**src/rtl/page_addr_pkg.sv**
```systemverilog
package page_addr_pkg;

  typedef enum logic [2:0] {
    MD_IMM  = 3'd0,
    MD_DIR  = 3'd1,
    MD_IDX  = 3'd2,
    MD_PUSH = 3'd3,
    MD_POP  = 3'd4
  } pas_mode_e;

  typedef enum logic [3:0] {
    ST_READY = 4'd0,
    ST_OPF   = 4'd1,
    ST_IDLE  = 4'd2,
    ST_PLO   = 4'd3,
    ST_PHI   = 4'd4,
    ST_DRD   = 4'd5,
    ST_DPRD  = 4'd6,
    ST_PUSH  = 4'd7,
    ST_POP   = 4'd8,
    ST_DONE  = 4'd9
  } pas_state_e;

  function automatic logic mode_known(input logic [2:0] m);
    return m <= 3'd4;
  endfunction

endpackage

```
**src/rtl/pas_fsm.sv**
```systemverilog
module pas_fsm
  import page_addr_pkg::*;
(
  input  logic       clk,
  input  logic       rst,
  input  logic       start,
  input  logic [2:0] mode,
  output logic       accept,
  output pas_state_e state_q,
  output pas_state_e state_nxt,
  output logic [2:0] mode_q
);

  assign accept = start && (state_q == ST_READY) && mode_known(mode);

  always_comb begin
    state_nxt = state_q;
    unique case (state_q)
      ST_READY: begin
        if (accept) begin
          if (mode == MD_PUSH)     state_nxt = ST_PUSH;
          else if (mode == MD_POP) state_nxt = ST_POP;
          else                     state_nxt = ST_OPF;
        end
      end
      ST_OPF: begin
        if (mode_q == MD_DIR)      state_nxt = ST_DPRD;
        else if (mode_q == MD_IDX) state_nxt = ST_IDLE;
        else                       state_nxt = ST_DONE;
      end
      ST_IDLE: state_nxt = ST_PLO;
      ST_PLO:  state_nxt = ST_PHI;
      ST_PHI:  state_nxt = ST_DRD;
      ST_DRD:  state_nxt = ST_DONE;
      ST_DPRD: state_nxt = ST_DONE;
      ST_PUSH: state_nxt = ST_DONE;
      ST_POP:  state_nxt = ST_DONE;
      ST_DONE: state_nxt = ST_READY;
      default: state_nxt = ST_READY;
    endcase
  end

  always_ff @(posedge clk) begin
    if (rst) begin
      state_q <= ST_READY;
      mode_q  <= 3'd0;
    end else begin
      state_q <= state_nxt;
      if (accept) mode_q <= mode;
    end
  end

endmodule

```
**src/rtl/pas_regs.sv**
```systemverilog
module pas_regs
  import page_addr_pkg::*;
#(
  parameter int DW = 8
) (
  input  logic          clk,
  input  logic          rst,
  input  logic          accept,
  input  pas_state_e    state_q,
  input  logic [DW-1:0] x_in,
  input  logic [DW-1:0] s_in,
  input  logic          dp_sel,
  input  logic [DW-1:0] rdata,
  output logic [DW-1:0] x_q,
  output logic [DW-1:0] s_q,
  output logic          dp_q,
  output logic [DW-1:0] off_q,
  output logic [DW-1:0] idx_q,
  output logic [DW-1:0] lo_q,
  output logic [DW-1:0] idx_sum
);

  // index add is modulo 2^DW: pointer fetch never leaves the page
  assign idx_sum = off_q + x_q;

  always_ff @(posedge clk) begin
    if (rst) begin
      x_q   <= '0;
      s_q   <= '0;
      dp_q  <= 1'b0;
      off_q <= '0;
      idx_q <= '0;
      lo_q  <= '0;
    end else begin
      if (accept) begin
        x_q  <= x_in;
        s_q  <= s_in;
        dp_q <= dp_sel;
      end
      if (state_q == ST_OPF)  off_q <= rdata;
      if (state_q == ST_IDLE) idx_q <= idx_sum;
      if (state_q == ST_PLO)  lo_q  <= rdata;
    end
  end

endmodule

```
**src/rtl/pas_addr.sv**
```systemverilog
module pas_addr
  import page_addr_pkg::*;
#(
  parameter int            AW         = 16,
  parameter int            DW         = 8,
  parameter logic [AW-DW-1:0] STACK_PAGE = 'h01
) (
  input  pas_state_e    state_nxt,
  input  logic [AW-1:0] pc_in,
  input  logic [DW-1:0] s_in,
  input  logic          dp_q,
  input  logic [DW-1:0] idx_sum,
  input  logic [DW-1:0] idx_q,
  input  logic [DW-1:0] lo_q,
  input  logic [DW-1:0] rdata,
  input  logic [AW-1:0] cur_addr,
  output logic [AW-1:0] addr_nxt,
  output logic          rd_nxt,
  output logic          wr_nxt
);

  localparam int PW = AW - DW;
  localparam logic [DW-1:0] ONE = {{(DW-1){1'b0}}, 1'b1};

  function automatic logic [AW-1:0] dp_page(input logic sel, input logic [DW-1:0] off);
    return {{(PW-1){1'b0}}, sel, off};
  endfunction

  always_comb begin
    addr_nxt = cur_addr;
    rd_nxt   = 1'b0;
    wr_nxt   = 1'b0;
    unique case (state_nxt)
      ST_OPF:  begin addr_nxt = pc_in;                       rd_nxt = 1'b1; end
      ST_PLO:  begin addr_nxt = dp_page(dp_q, idx_sum);      rd_nxt = 1'b1; end
      ST_PHI:  begin addr_nxt = dp_page(dp_q, idx_q + ONE);  rd_nxt = 1'b1; end
      ST_DRD:  begin addr_nxt = {rdata, lo_q};               rd_nxt = 1'b1; end
      ST_DPRD: begin addr_nxt = dp_page(dp_q, rdata);        rd_nxt = 1'b1; end
      ST_PUSH: begin addr_nxt = {STACK_PAGE, s_in};          wr_nxt = 1'b1; end
      ST_POP:  begin addr_nxt = {STACK_PAGE, s_in + ONE};    rd_nxt = 1'b1; end
      default: ;
    endcase
  end

endmodule

```
**src/rtl/page_addr_seq.sv**
```systemverilog
module page_addr_seq
  import page_addr_pkg::*;
#(
  parameter int AW = 16,
  parameter int DW = 8,
  parameter logic [AW-DW-1:0] STACK_PAGE = 'h01
) (
  input  logic          clk,
  input  logic          rst,
  input  logic          start,
  input  logic [2:0]    mode,
  input  logic [AW-1:0] pc_in,
  input  logic [DW-1:0] x_in,
  input  logic [DW-1:0] s_in,
  input  logic          dp_sel,
  input  logic [DW-1:0] push_data,
  input  logic [DW-1:0] rdata,
  output logic          seq_ready,
  output logic [AW-1:0] bus_addr,
  output logic          bus_rd,
  output logic          bus_wr,
  output logic [DW-1:0] bus_wdata,
  output logic          pc_step,
  output logic          operand_ready,
  output logic [DW-1:0] operand_data,
  output logic          s_update,
  output logic [DW-1:0] s_new
);

  localparam logic [DW-1:0] ONE = {{(DW-1){1'b0}}, 1'b1};

  logic          accept;
  pas_state_e    state_q, state_nxt;
  logic [2:0]    mode_q;
  logic [DW-1:0] x_q, s_q, off_q, idx_q, lo_q, idx_sum;
  logic          dp_q;
  logic [AW-1:0] addr_nxt;
  logic          rd_nxt, wr_nxt;

  pas_fsm u_fsm (
    .clk(clk), .rst(rst), .start(start), .mode(mode),
    .accept(accept), .state_q(state_q), .state_nxt(state_nxt), .mode_q(mode_q)
  );

  pas_regs #(.DW(DW)) u_regs (
    .clk(clk), .rst(rst), .accept(accept), .state_q(state_q),
    .x_in(x_in), .s_in(s_in), .dp_sel(dp_sel), .rdata(rdata),
    .x_q(x_q), .s_q(s_q), .dp_q(dp_q), .off_q(off_q), .idx_q(idx_q),
    .lo_q(lo_q), .idx_sum(idx_sum)
  );

  pas_addr #(.AW(AW), .DW(DW), .STACK_PAGE(STACK_PAGE)) u_addr (
    .state_nxt(state_nxt), .pc_in(pc_in), .s_in(s_in), .dp_q(dp_q),
    .idx_sum(idx_sum), .idx_q(idx_q), .lo_q(lo_q), .rdata(rdata),
    .cur_addr(bus_addr), .addr_nxt(addr_nxt), .rd_nxt(rd_nxt), .wr_nxt(wr_nxt)
  );

  assign seq_ready = (state_q == ST_READY);

  logic finishing;
  assign finishing = (state_nxt == ST_DONE);

  always_ff @(posedge clk) begin
    if (rst) begin
      bus_addr      <= '0;
      bus_rd        <= 1'b0;
      bus_wr        <= 1'b0;
      bus_wdata     <= '0;
      pc_step       <= 1'b0;
      operand_ready <= 1'b0;
      operand_data  <= '0;
      s_update      <= 1'b0;
      s_new         <= '0;
    end else begin
      bus_addr      <= addr_nxt;
      bus_rd        <= rd_nxt;
      bus_wr        <= wr_nxt;
      pc_step       <= (state_nxt == ST_OPF);
      operand_ready <= finishing;
      s_update      <= finishing && (state_q == ST_PUSH || state_q == ST_POP);
      if (state_nxt == ST_PUSH) bus_wdata <= push_data;
      if (finishing && state_q != ST_PUSH) operand_data <= rdata;
      if (finishing && state_q == ST_PUSH) s_new <= s_q - ONE;
      if (finishing && state_q == ST_POP)  s_new <= s_q + ONE;
    end
  end

  // x_q and off_q feed idx_sum inside u_regs; mode_q steers the FSM
  logic unused_ok;
  assign unused_ok = ^{x_q, off_q, mode_q};

endmodule

```
**config.mk**
```make
export PLATFORM = sky130hd
export DESIGN_NAME = page_addr_seq
export DESIGN_NICKNAME = d
export VERILOG_FILES = /design/src/rtl/page_addr_pkg.sv /design/src/rtl/pas_fsm.sv /design/src/rtl/pas_regs.sv /design/src/rtl/pas_addr.sv /design/src/rtl/page_addr_seq.sv
export SDC_FILE = /design/constraint.sdc
export NUM_CORES = 1
export LEC_CHECK = 0
export ABC_CLOCK_PERIOD_IN_PS = 3100
export CELL_PAD_IN_SITES_DETAIL_PLACEMENT = 1
export CELL_PAD_IN_SITES_GLOBAL_PLACEMENT = 2
export CORE_ASPECT_RATIO = 0.5
export CORE_MARGIN = 2
export CORE_UTILIZATION = 30
export DETAILED_ROUTE_END_ITERATION = 10
export GPL_ROUTABILITY_DRIVEN = 0
export PLACE_DENSITY = 0.87
export SLEW_MARGIN = 20
export SYNTH_ARGS = -nofsm -noshare
export SYNTH_HDL_FRONTEND = slang
export SYNTH_SLANG_ARGS = --single-unit
```
**constraint.sdc**
```tcl
create_clock -name clk -period 3.1 [get_ports clk]
set_input_delay 0.465 -clock clk [delete_from_list [all_inputs] [get_ports clk]]
set_output_delay 0.465 -clock clk [all_outputs]
set_load 0.05 [all_outputs]
```
==> results of run 1 <==
[per-layer routing]
metal / vias to the layer above / share of wire (%) / global-route usage (%)
li1: 2296 / - / -
met1: 2336 / 46 / 25.0
met2: 110 / 47 / 31.3
met3: 21 / 5.5 / 4.90
met4: 0 / 1.5 / 4.63
met5: - / 0 / 0
[final timing paths]
check / from / to / slack (ns) / depth (start not counted)
max: u_fsm.state_q[0] / bus_addr[6] / 0.22 / 10
min: bus_wdata[6] / bus_wdata[6] / 0.45 / 2
max reg2reg: u_fsm.state_q[0] / bus_addr[6] / 0.22 / 10
min reg2reg: bus_wdata[6] / bus_wdata[6] / 0.45 / 2
[power by group]
part           switching [W]  leakage [nW]  internal [W]  total [W]
Clock               0.000506         0.136      0.000631    0.00114
Sequential          0.000180         0.758       0.00149    0.00167
Combinational        0.00186          1.62       0.00106    0.00292
[synthesized netlist by cell type, drive strengths merged, types with 6 or more instances]
cell	n	share of area (%)
nand2	88	6.8
inv	10	0.76
a21oi	53	5.5
nor2	58	4.5
a31oi	6	0.76
nand3	15	1.9
dfxtp	93	38
nand2b	18	2.3
a211oi	15	2.3
and2	6	0.81
nor3	9	1.1
o21ai	34	3.4
a21o	6	0.91
xnor2	7	1.2
mux2i	33	6.7
ha	14	3.6
buf	11	1.7
clkbuf	21	1.6
o211ai	7	1.3
[cells in the final DEF (no fill, tap or decap), types with 14 or more instances in the layout]
| cell | synthesis | layout |
|---|---|---|
| clkdlybuf4s50_1 | 0 | 99 |
| dfxtp_1 | 93 | 93 |
| nand2_1 | 87 | 87 |
| nor2_1 | 57 | 57 |
| a21oi_1 | 52 | 52 |
| mux2i_1 | 33 | 33 |
| o21ai_0 | 32 | 32 |
| buf_4 | 1 | 21 |
| nand2b_1 | 18 | 18 |
| a211oi_1 | 15 | 15 |
| ha_1 | 14 | 14 |
[final cells by class]
cell class / instances / area (um2) / share of cell area, %
Clock buffer: 10 / 229 / 3.52
Clock inverter: 6 / 70.1 / 1.08
Inverter: 11 / 53.8 / 0.827
Multi-Input combinational cell: 450 / 2860 / 43.9
Sequential cell: 93 / 1860 / 28.6
Tap cell: 227 / 284 / 4.36
Timing Repair Buffer: 121 / 1150 / 17.7
[through the flow]
step,instance area [um2],util (%),setup slack [ns]
floorplan,4930,-,0.235
global placement,6210,38.3,0.206
detailed placement,6210,38.3,0.134
CTS,6510,40.1,0.218
global route,6510,40.1,0.0291
finish,6510,40.1,0.224
[flip-flops by register name (all words and copies together), names as in the netlist, 4 cells and up]
register and flops:
operand_data 8, u_regs.s_q 8, u_regs.idx_q 8, u_regs.off_q 8, bus_wdata 8, bus_addr 16, s_new 8, u_regs.lo_q 8
u_fsm.state_q 4, u_regs.x_q 8
[cells by family (layout without fill, tap and decap cells)]
family                   after synthesis  after routing  synth area share, %
flip-flops                            93             93                 37.7
XOR/XNOR                              12             12                 2.13
buffers and inverters                 43            148                 4.36
adder cells (fa/ha/maj)               16             16                 4.36
AND/OR/NAND/NOR                      228            228                 22.8
multiplexers                          35             35                 7.15
AO/OA/AOI/OAI                        159            159                 21.5
[critical path: cells and delay by family (launching register included)]
kind                     cells  cell delay (ns)
flip-flops                   1             0.32
adder cells (fa/ha/maj)      1             0.17
AND/OR/NAND/NOR              5             1.48
AO/OA/AOI/OAI                2             0.43
multiplexers                 1             0.25
buffers and inverters        1             0.14
==> reports/metrics.csv, run 1 <==
stage;metric;value;unit
outcome;status;finished clean;
worst_setup_path;crit path cell chain;or4_1 > clkinv_8 > nand3_4 > mux2_2 > ha_1 > nand3_1 > or3_1 > a21oi_1 > nor4b_1 > a311oi_1;
worst_setup_path;Crit Path Max Fanout;7;
clock_network;hold buffer count at cts;0;
pwr;Final Total Pwr;0.00572;W
placed_design;Post-DP HPWL;12000;um
die;Core ar.;0.0162;mm2
worst_setup_path;crit path kind;flop to flop;
sta;RSZ-0062 raised after global routing;false;
sta;max_slew headroom;54.9;%
global_routing;Overall Global Routing Usage;19.0;%
sta;Slew @ Worst Pin;0.672;ns
logic_synthesis;Yosys warning total;0;
logic_synthesis;syn_nets;657;
finish;Fillers;1919;
die;row count;33;
logic_synthesis;register area share after synthesis;37.7;%
route;DRC violations left;0;
job;Max Cap Viol;0;
global_routing;total grt overflow;0;
placed_design;Placed Instances;902;
worst_setup_path;max incr delay on CP;0.73;ns
die;Die Ht;94.7;um
route;post-DR wirelength/cell;17.4;um
logic_synthesis;library cells used by synthesis;68;
sta;Slew Limit Fails;0;
sta;f_max;348;MHz
sta;Hold Slack;0.452;ns
worst_setup_path;Crit path arrival time;3.15;ns
route;vias per cell;5.19;
finish;P&R area growth vs syn;31.9;%
clock_network;CTS sink count;93;
route;via count;4763;
die;Starting Density;30.4;%
die;Ports;101;
global_routing;first-pass GRT wire length;25500;um
clock_network;setup bufs post-CTS;0;
finish;Nets;757;
logic_synthesis;dominant synthesized flop cell;dfxtp_1;
clock_network;Root Buffer Master;clkbuf_16;
logic_synthesis;#FFs+latches synth;93;
route;final wirelength;16000;um
clock_network;worst skew pair latency;0.36;ns
logic_synthesis;syn_area_per_cell;8.42;um2
worst_setup_path;Worst EP required;3.37;ns
route;Routed Antenna Nets;0;
clock_network;CTS H-tree depth;3;
placed_design;I/O Buffers;100;
route;DR iter-0 viols;255;
die;Die Wd;185;um
worst_setup_path;critical path endpoint category;flop;
logic_synthesis;Post-synth EDFFs;0;
route;drt first pass iters;5;
finish;# diodes;0;
pwr;Leak;2.51;nW
finish;Final Non-Filler Cells;918;
clock_network;Num CTS Buffers;9;
logic_synthesis;cells after synthesis;586;
sta;Final Hold Viols;0;
logic_synthesis;ys async rst share;0;%
hold_path;HP Class;flop to flop;
worst_setup_path;CP max-delay cell;or4_1;
clock_network;CTS Buffer Depth;2;
global_routing;antenna violations before repair;0;
global_routing;largest net degree at the start of global routing;52;
clock_network;CTS tree;yes;
sta;setup TNS;0;ns
pwr;pwr dens;879;mW/mm2
pwr;peak supply drop;0.000308;V
clock_network;Clk pin slew, worst setup/hold paths;0.07;ns
global_routing;vias in the first global route;4703;
clock_network;PostCTS Resize Cnt;0;
sta;skew final;0.00985;ns
die;die area;0.0175;mm2
logic_synthesis;Mapped Area;0.00493;mm2
finish;layout cell share with drive strength beyond 1;8.39;%
sta;endpoints failing setup;0;
sta;fin crit period;2.88;ns
worst_setup_path;startpoint types;flop;
sta;fin crit share;92.8;%
No activity file was read; power rests on OpenSTA's default activity.
==> run 2, diff against run 1 <==
- CAP_MARGIN: default -> 30
- CELL_PAD_IN_SITES_DETAIL_PLACEMENT: 1 -> 0
- CELL_PAD_IN_SITES_GLOBAL_PLACEMENT: 2 -> 1
- CORE_UTILIZATION: 30 -> 38
- PLACE_DENSITY: 0.87 -> 0.88
==> reports/metrics.csv, run 2 (synthesized netlist as in run 1, its figures left out) <==
stage;metric;value;unit;change
finish;Nets;756;;-0.13%
route;DRC violations left;0;;unchanged
worst_setup_path;startpoint types;flop;;
outcome;status;finished clean;;
clock_network;CTS Buffer Depth;2;;unchanged
global_routing;vias in the first global route;4323;;-8.1%
route;via count;4636;;-2.7%
global_routing;largest net degree at the start of global routing;41;;-21%
worst_setup_path;reg-to-reg critical path startpoint;u_fsm.state_q[0];;
worst_setup_path;RR Endpoint;bus_addr[6];;
worst_setup_path;crit path kind;flop to flop;;
clock_network;Clk pin slew, worst setup/hold paths;0.06;ns;about the same
route;post-DR wirelength/cell;16.9;um;-3.0%
route;Routed Antenna Nets;0;;unchanged
global_routing;total grt overflow;0;;unchanged
placed_design;Post-DP HPWL;10700;um;-10%
sta;Final Hold Viols;0;;unchanged
worst_setup_path;CP max-delay cell;or4_4;;
hold_path;hold path start;bus_wdata[0];;
clock_network;CTS H-tree depth;3;;unchanged
worst_setup_path;Worst EP required;3.35;ns;-0.02 ns
die;Core ar.;0.0127;mm2;-22%
finish;max reg flops;16;;unchanged
placed_design;I/O Buffers;100;;unchanged
pwr;Comb power frac;51.3;%;+0.3 points
pwr;peak supply drop;0.000384;V;+25%
sta;Slew Limit Fails;0;;unchanged
pwr;pwr dens;885;mW/mm2;+0.71%
pwr;switching power share of the total;44.1;%;-0.32 points
finish;# diodes;0;;unchanged
worst_setup_path;flop-to-flop setup slack;0.25;ns;+0.03 ns
sta;RSZ-0062 raised after global routing;false;;
die;Ports;101;;unchanged
pwr;switching pwr;0.00251;W;-1.2%
route;final wirelength;14500;um;-9.1%
hold_path;HP Class;flop to flop;;
job;Max Cap Viol;0;;unchanged
clock_network;Num CTS Buffers;9;;unchanged
sta;fin crit period;2.85;ns;-0.0277 ns
pwr;Reg power frac;29.2;%;about the same
route;vias per cell;5.39;;+3.9%
sta;Slew @ Worst Pin;0.761;ns;+0.0895 ns
worst_setup_path;max incr delay on CP;0.63;ns;-0.10 ns
worst_setup_path;Crit path arrival time;3.10;ns;-0.05 ns
finish;most common cell after layout, fill and taps aside;clkdlybuf4s50_1;;
pwr;Leak;2.52;nW;+0.27%
die;die area;0.0140;mm2;-20%
finish;layout cell share with drive strength beyond 1;8.41;%;+0.012 points
pwr;internal power;0.00318;W;about the same
worst_setup_path;crit path cell chain;or4_4 > clkinv_8 > nand3_4 > mux2_2 > ha_1 > nand3_1 > or3_1 > a21oi_1 > nor4b_1 > a311oi_1;;
finish;Most flops, register;bus_addr;;
sta;skew final;0.00866;ns;-0.00119 ns
sta;fin crit share;91.9;%;-0.89 points
sta;setup TNS;0;ns;unchanged
finish;most frequent cells in the layout;clkdlybuf4s50_1, dfxtp_1, nand2_1, nor2_1, a21oi_1;;
sta;Hold Slack;0.458;ns;+0.00590 ns
clock_network;Root Buffer Master;clkbuf_16;;
clock_network;CTS sink count;93;;unchanged
sta;f_max;351;MHz;+0.97%
global_routing;first-pass GRT wire length;23200;um;-9.2%
hold_path;Worst Hold Endpoint;bus_wdata[0];;
die;Die Ht;84.6;um;-11%
die;row count;29;;-12%
sta;endpoints failing setup;0;;unchanged
finish;Fillers;1211;;-37%
worst_setup_path;Crit Path Max Fanout;7;;unchanged
finish;P&R area growth vs syn;30.4;%;
die;Die Wd;165;um;-11%
route;DR iter-0 viols;430;;+69%
die;Starting Density;39.0;%;+8.6 points
worst_setup_path;critical path endpoint category;flop;;
sta;max_slew headroom;49.3;%;-5.7 points
global_routing;antenna violations before repair;0;;unchanged
global_routing;Overall Global Routing Usage;21.3;%;+2.3 points
clock_network;worst skew pair latency;0.35;ns;about the same
route;drt first pass iters;6;;+1
hold_path;Hold Crit Depth;2;;unchanged
worst_setup_path;Worst Reg2Reg Path Length in Cells;10;;unchanged
pwr;clock network fraction of total power;19.5;%;-0.4 points
clock_network;CTS tree;yes;;
## run 2: worst max path at each step
stage / end / cells past startpoint / from
final: bus_addr[6] / 10 / u_fsm.state_q[0]
after global placement: bus_addr[6] / 10 / mode[2]
after CTS: bus_addr[6] / 10 / u_fsm.state_q[0]
after floorplan: bus_addr[6] / 13 / u_fsm.state_q[0]
after global routing: s_new[6] / 9 / u_fsm.state_q[0]
after detailed placement: bus_addr[6] / 10 / mode[2]
## run 2: metrics by stage
| step | cells | setup slack (ns) | power (W) | instance area (um2) | utilization (%) |
|---|---|---|---|---|---|
| floorplan | 586 | 0.235 | 0.00373 | 4930 | - |
| global placement | 844 | 0.152 | 0.00453 | 6130 | 48.4 |
| detailed placement | 844 | 0.0545 | 0.00458 | 6130 | 48.4 |
| CTS | 860 | 0.107 | 0.00572 | 6430 | 50.8 |
| global route | 860 | 0.00397 | 0.00603 | 6430 | 50.8 |
| finish | 860 | 0.252 | 0.00570 | 6430 | 50.8 |
## run 2: worst max-delay path, delay by kind of cell, from the launching register on
kind	cells	cell delay (ns)
adder cells (fa/ha/maj)	1	0.25
buffers and inverters	1	0.10
flip-flops	1	0.33
AO/OA/AOI/OAI	2	0.44
multiplexers	1	0.25
AND/OR/NAND/NOR	5	1.39
## run 2: metal layers
metal	GRT usage [%]	up-vias	wire length, um
met4	5.53	0	240
met5	0	-	0
met2	34.4	142	6730
met3	4.59	21	964
met1	29.1	2175	6570
li1	-	2298	-
## run 2: area by class of cell
cell class	instances	area, um2	share of cell area [%]
clock buffers	10	229	3.56
clock inverters	6	68.8	1.07
inverters	11	53.8	0.836
multi-input cells	450	2860	44.5
flip-flops and latches	93	1860	28.9
well taps	170	213	3.31
repair buffers	120	1150	17.8
## run 2: repair_timing
item	in CTS	in global routing
endpoints found under the setup margin	0	1
hold buffers	0	0
gates resized for setup	0	1
setup buffers	0	0
## run 2: power by group through the flow
| stage | combinational [W] | sequential (W) | clock, W |
|---|---|---|---|
| 6_report | 0.00292 | 0.00166 | 0.00111 |
| 5_1_grt | 0.00314 | 0.00169 | 0.00120 |
| 4_1_cts | 0.00291 | 0.00166 | 0.00114 |
| 3_5_place_dp | 0.00289 | 0.00169 | 0 |
| 3_3_place_gp | 0.00286 | 0.00168 | 0 |
| 2_1_floorplan | 0.00140 | 0.00232 | 0 |
==> run 3, diff against run 2 <==
- CELL_PAD_IN_SITES_DETAIL_PLACEMENT: 0 -> default
- CELL_PAD_IN_SITES_GLOBAL_PLACEMENT: 1 -> default
- CORE_UTILIZATION: 38 -> 45
- MAX_ROUTING_LAYER: default -> met4
- PLACE_DENSITY: 0.88 -> 0.79
==> reports/metrics.csv, run 3 (synthesized netlist as in run 1, its figures left out) <==
stage;metric;value;unit;change
clock_network;CTS Buffer Depth;2;;unchanged
sta;f_max;340;MHz;-3.3%
pwr;internal power;0.00320;W;+0.63%
clock_network;worst skew pair latency;0.35;ns;about the same
hold_path;Hold Crit Depth;2;;unchanged
clock_network;Root Buffer Master;clkbuf_16;;
die;Ports;101;;unchanged
worst_setup_path;Worst Reg2Reg Path Length in Cells;10;;unchanged
sta;RSZ-0062 raised after global routing;false;;
die;Starting Density;47.2;%;+8.3 points
pwr;switching pwr;0.00246;W;-2.0%
finish;Final Non-Filler Cells;829;;-3.6%
global_routing;total grt overflow;0;;unchanged
sta;endpoints failing setup;0;;unchanged
sta;fin crit share;95.0;%;+3.1 points
route;Routed Antenna Nets;0;;unchanged
clock_network;CTS H-tree depth;3;;unchanged
route;vias per cell;5.66;;+5.1%
finish;most frequent cells in the layout;clkdlybuf4s50_1, dfxtp_1, nand2_1, nor2_1, a21oi_1;;
pwr;Leak;2.52;nW;+0.24%
route;DRC violations left;0;;unchanged
worst_setup_path;startpoint types;flop;;
sta;skew final;0.00751;ns;-0.00114 ns
pwr;Final Total Pwr;0.00566;W;-0.55%
pwr;switching power share of the total;43.5;%;-0.66 points
placed_design;worst slack at placement;0.0533;ns;-0.00128 ns
finish;Most flops, register;bus_addr;;
global_routing;Overall Global Routing Usage;23.8;%;+2.4 points
outcome;status;finished clean;;
pwr;clock network fraction of total power;20.0;%;+0.5 points
finish;most common cell after layout, fill and taps aside;clkdlybuf4s50_1;;
sta;setup ws final;0.155;ns;-0.0962 ns
finish;Fillers;885;;-27%
global_routing;first-pass GRT wire length;22200;um;-4.3%
worst_setup_path;CP max-delay cell;or4_1;;
job;Max Cap Viol;0;;unchanged
hold_path;HP Class;flop to flop;;
finish;layout cell share with drive strength beyond 1;8.42;%;+0.012 points
worst_setup_path;crit path kind;flop to flop;;
global_routing;antenna violations before repair;0;;unchanged
placed_design;Placed Instances;813;;-3.7%
clock_network;Clk pin slew, worst setup/hold paths;0.07;ns;about the same
die;Core ar.;0.0104;mm2;-18%
worst_setup_path;Crit path arrival time;3.20;ns;+0.10 ns
finish;# diodes;0;;unchanged
clock_network;CTS sink count;93;;unchanged
worst_setup_path;critical path endpoint category;flop;;
global_routing;vias in the first global route;4368;;+1.0%
clock_network;hold buffer count at cts;0;;unchanged
pwr;Comb power frac;50.5;%;-0.8 points
finish;Nets;755;;-0.13%
pwr;Reg power frac;29.6;%;+0.4 points
worst_setup_path;flop-to-flop setup slack;0.16;ns;-0.10 ns
placed_design;Post-DP HPWL;10000;um;-6.8%
route;drt first pass iters;5;;-1
die;die area;0.0119;mm2;-15%
route;DR iter-0 viols;476;;+11%
sta;fin crit period;2.94;ns;+0.0962 ns
placed_design;I/O Buffers;100;;unchanged
sta;Final Hold Viols;0;;unchanged
route;via count;4695;;+1.3%
die;Die Wd;152;um;-7.9%
sta;setup TNS;0;ns;unchanged
route;post-DR wirelength/cell;16.4;um;-2.5%
worst_setup_path;max incr delay on CP;0.59;ns;-0.04 ns
worst_setup_path;crit path cell chain;or4_1 > clkinv_8 > nand3_4 > mux2_2 > ha_1 > nand3_1 > or3_1 > a21oi_1 > nor4b_1 > a311oi_1;;
clock_network;CTS tree;yes;;
pwr;peak supply drop;0.000351;V;-8.7%
global_routing;largest net degree at the start of global routing;74;;+80%
finish;Final Cell Area;0.00641;mm2;-0.35%
finish;P&R area growth vs syn;29.9;%;
die;Die Ht;78.0;um;-7.7%
sta;Slew Limit Fails;0;;unchanged
die;row count;26;;-10%
finish;max reg flops;16;;unchanged
route;final wirelength;13600;um;-6.1%
worst_setup_path;Worst EP required;3.35;ns;about the same
pwr;pwr dens;884;mW/mm2;-0.20%
sta;Slew @ Worst Pin;0.644;ns;-0.117 ns
sta;max_slew headroom;57.1;%;+7.8 points
placed_design;Area after DPL;0.00610;mm2;-0.53%
worst_setup_path;Crit Path Max Fanout;15;;+8
clock_network;Num CTS Buffers;9;;unchanged
## run 3: cell types whose count changed in the layout (fill, tap and decap cells not counted), sizes merged
cell | previous run | this run
buf | 21 | 20
## run 3: repair_timing
item                       in CTS  in global routing
setup buffers                   0                  0
setup endpoints to repair       0                  1
gates resized for setup         0                  1
## run 3: metrics by stage
step                hold slack [ns]  util, %
floorplan                     0.436        -
global placement              0.441     58.4
detailed placement            0.448     58.4
CTS                           0.457     61.3
global route                  0.474     61.4
finish                        0.454     61.4
## run 3: power groups by stage
stage / clock, W / sequential [W] / combinational, W
final: 0.00113 / 0.00167 / 0.00286
after global routing: 0.00120 / 0.00171 / 0.00307
after CTS: 0.00115 / 0.00167 / 0.00285
after detailed placement: 0 / 0.00170 / 0.00284
after global placement: 0 / 0.00168 / 0.00279
after floorplan: 0 / 0.00232 / 0.00140
## run 3: layer usage
layer	up-vias	routed length (um)	global-route usage, %
met5	-	0	-
met4	0	167	6.07
met3	18	1040	6.02
met2	180	6250	37.9
met1	2210	6170	30.5
li1	2287	-	-
## run 3: worst max-delay path, delay by kind of cell (launching register included)
family | cells | cell delay, ns
compound gates | 2 | 0.44
fa+ha+maj | 1 | 0.25
buf+inv | 1 | 0.12
flops | 1 | 0.45
mux | 1 | 0.25
simple gates | 5 | 1.34
## run 3: path summary, 6_finish.rpt
check | from | to
setup / recovery | u_fsm.state_q[2] | bus_addr[6]
hold / removal | bus_wdata[7] | bus_wdata[7]
setup reg to reg | u_fsm.state_q[2] | bus_addr[6]
hold reg to reg | bus_wdata[7] | bus_wdata[7]
## run 3: final cells by class
type	count	area, um2	share of cell area [%]
timing repair buffer	119	1150	18.0
clock inverter	6	66.3	1.03
sequential	93	1860	29.0
clock buffer	10	239	3.73
multi-input combinational	450	2860	44.7
tap	140	175	2.73
inverter	11	53.8	0.839
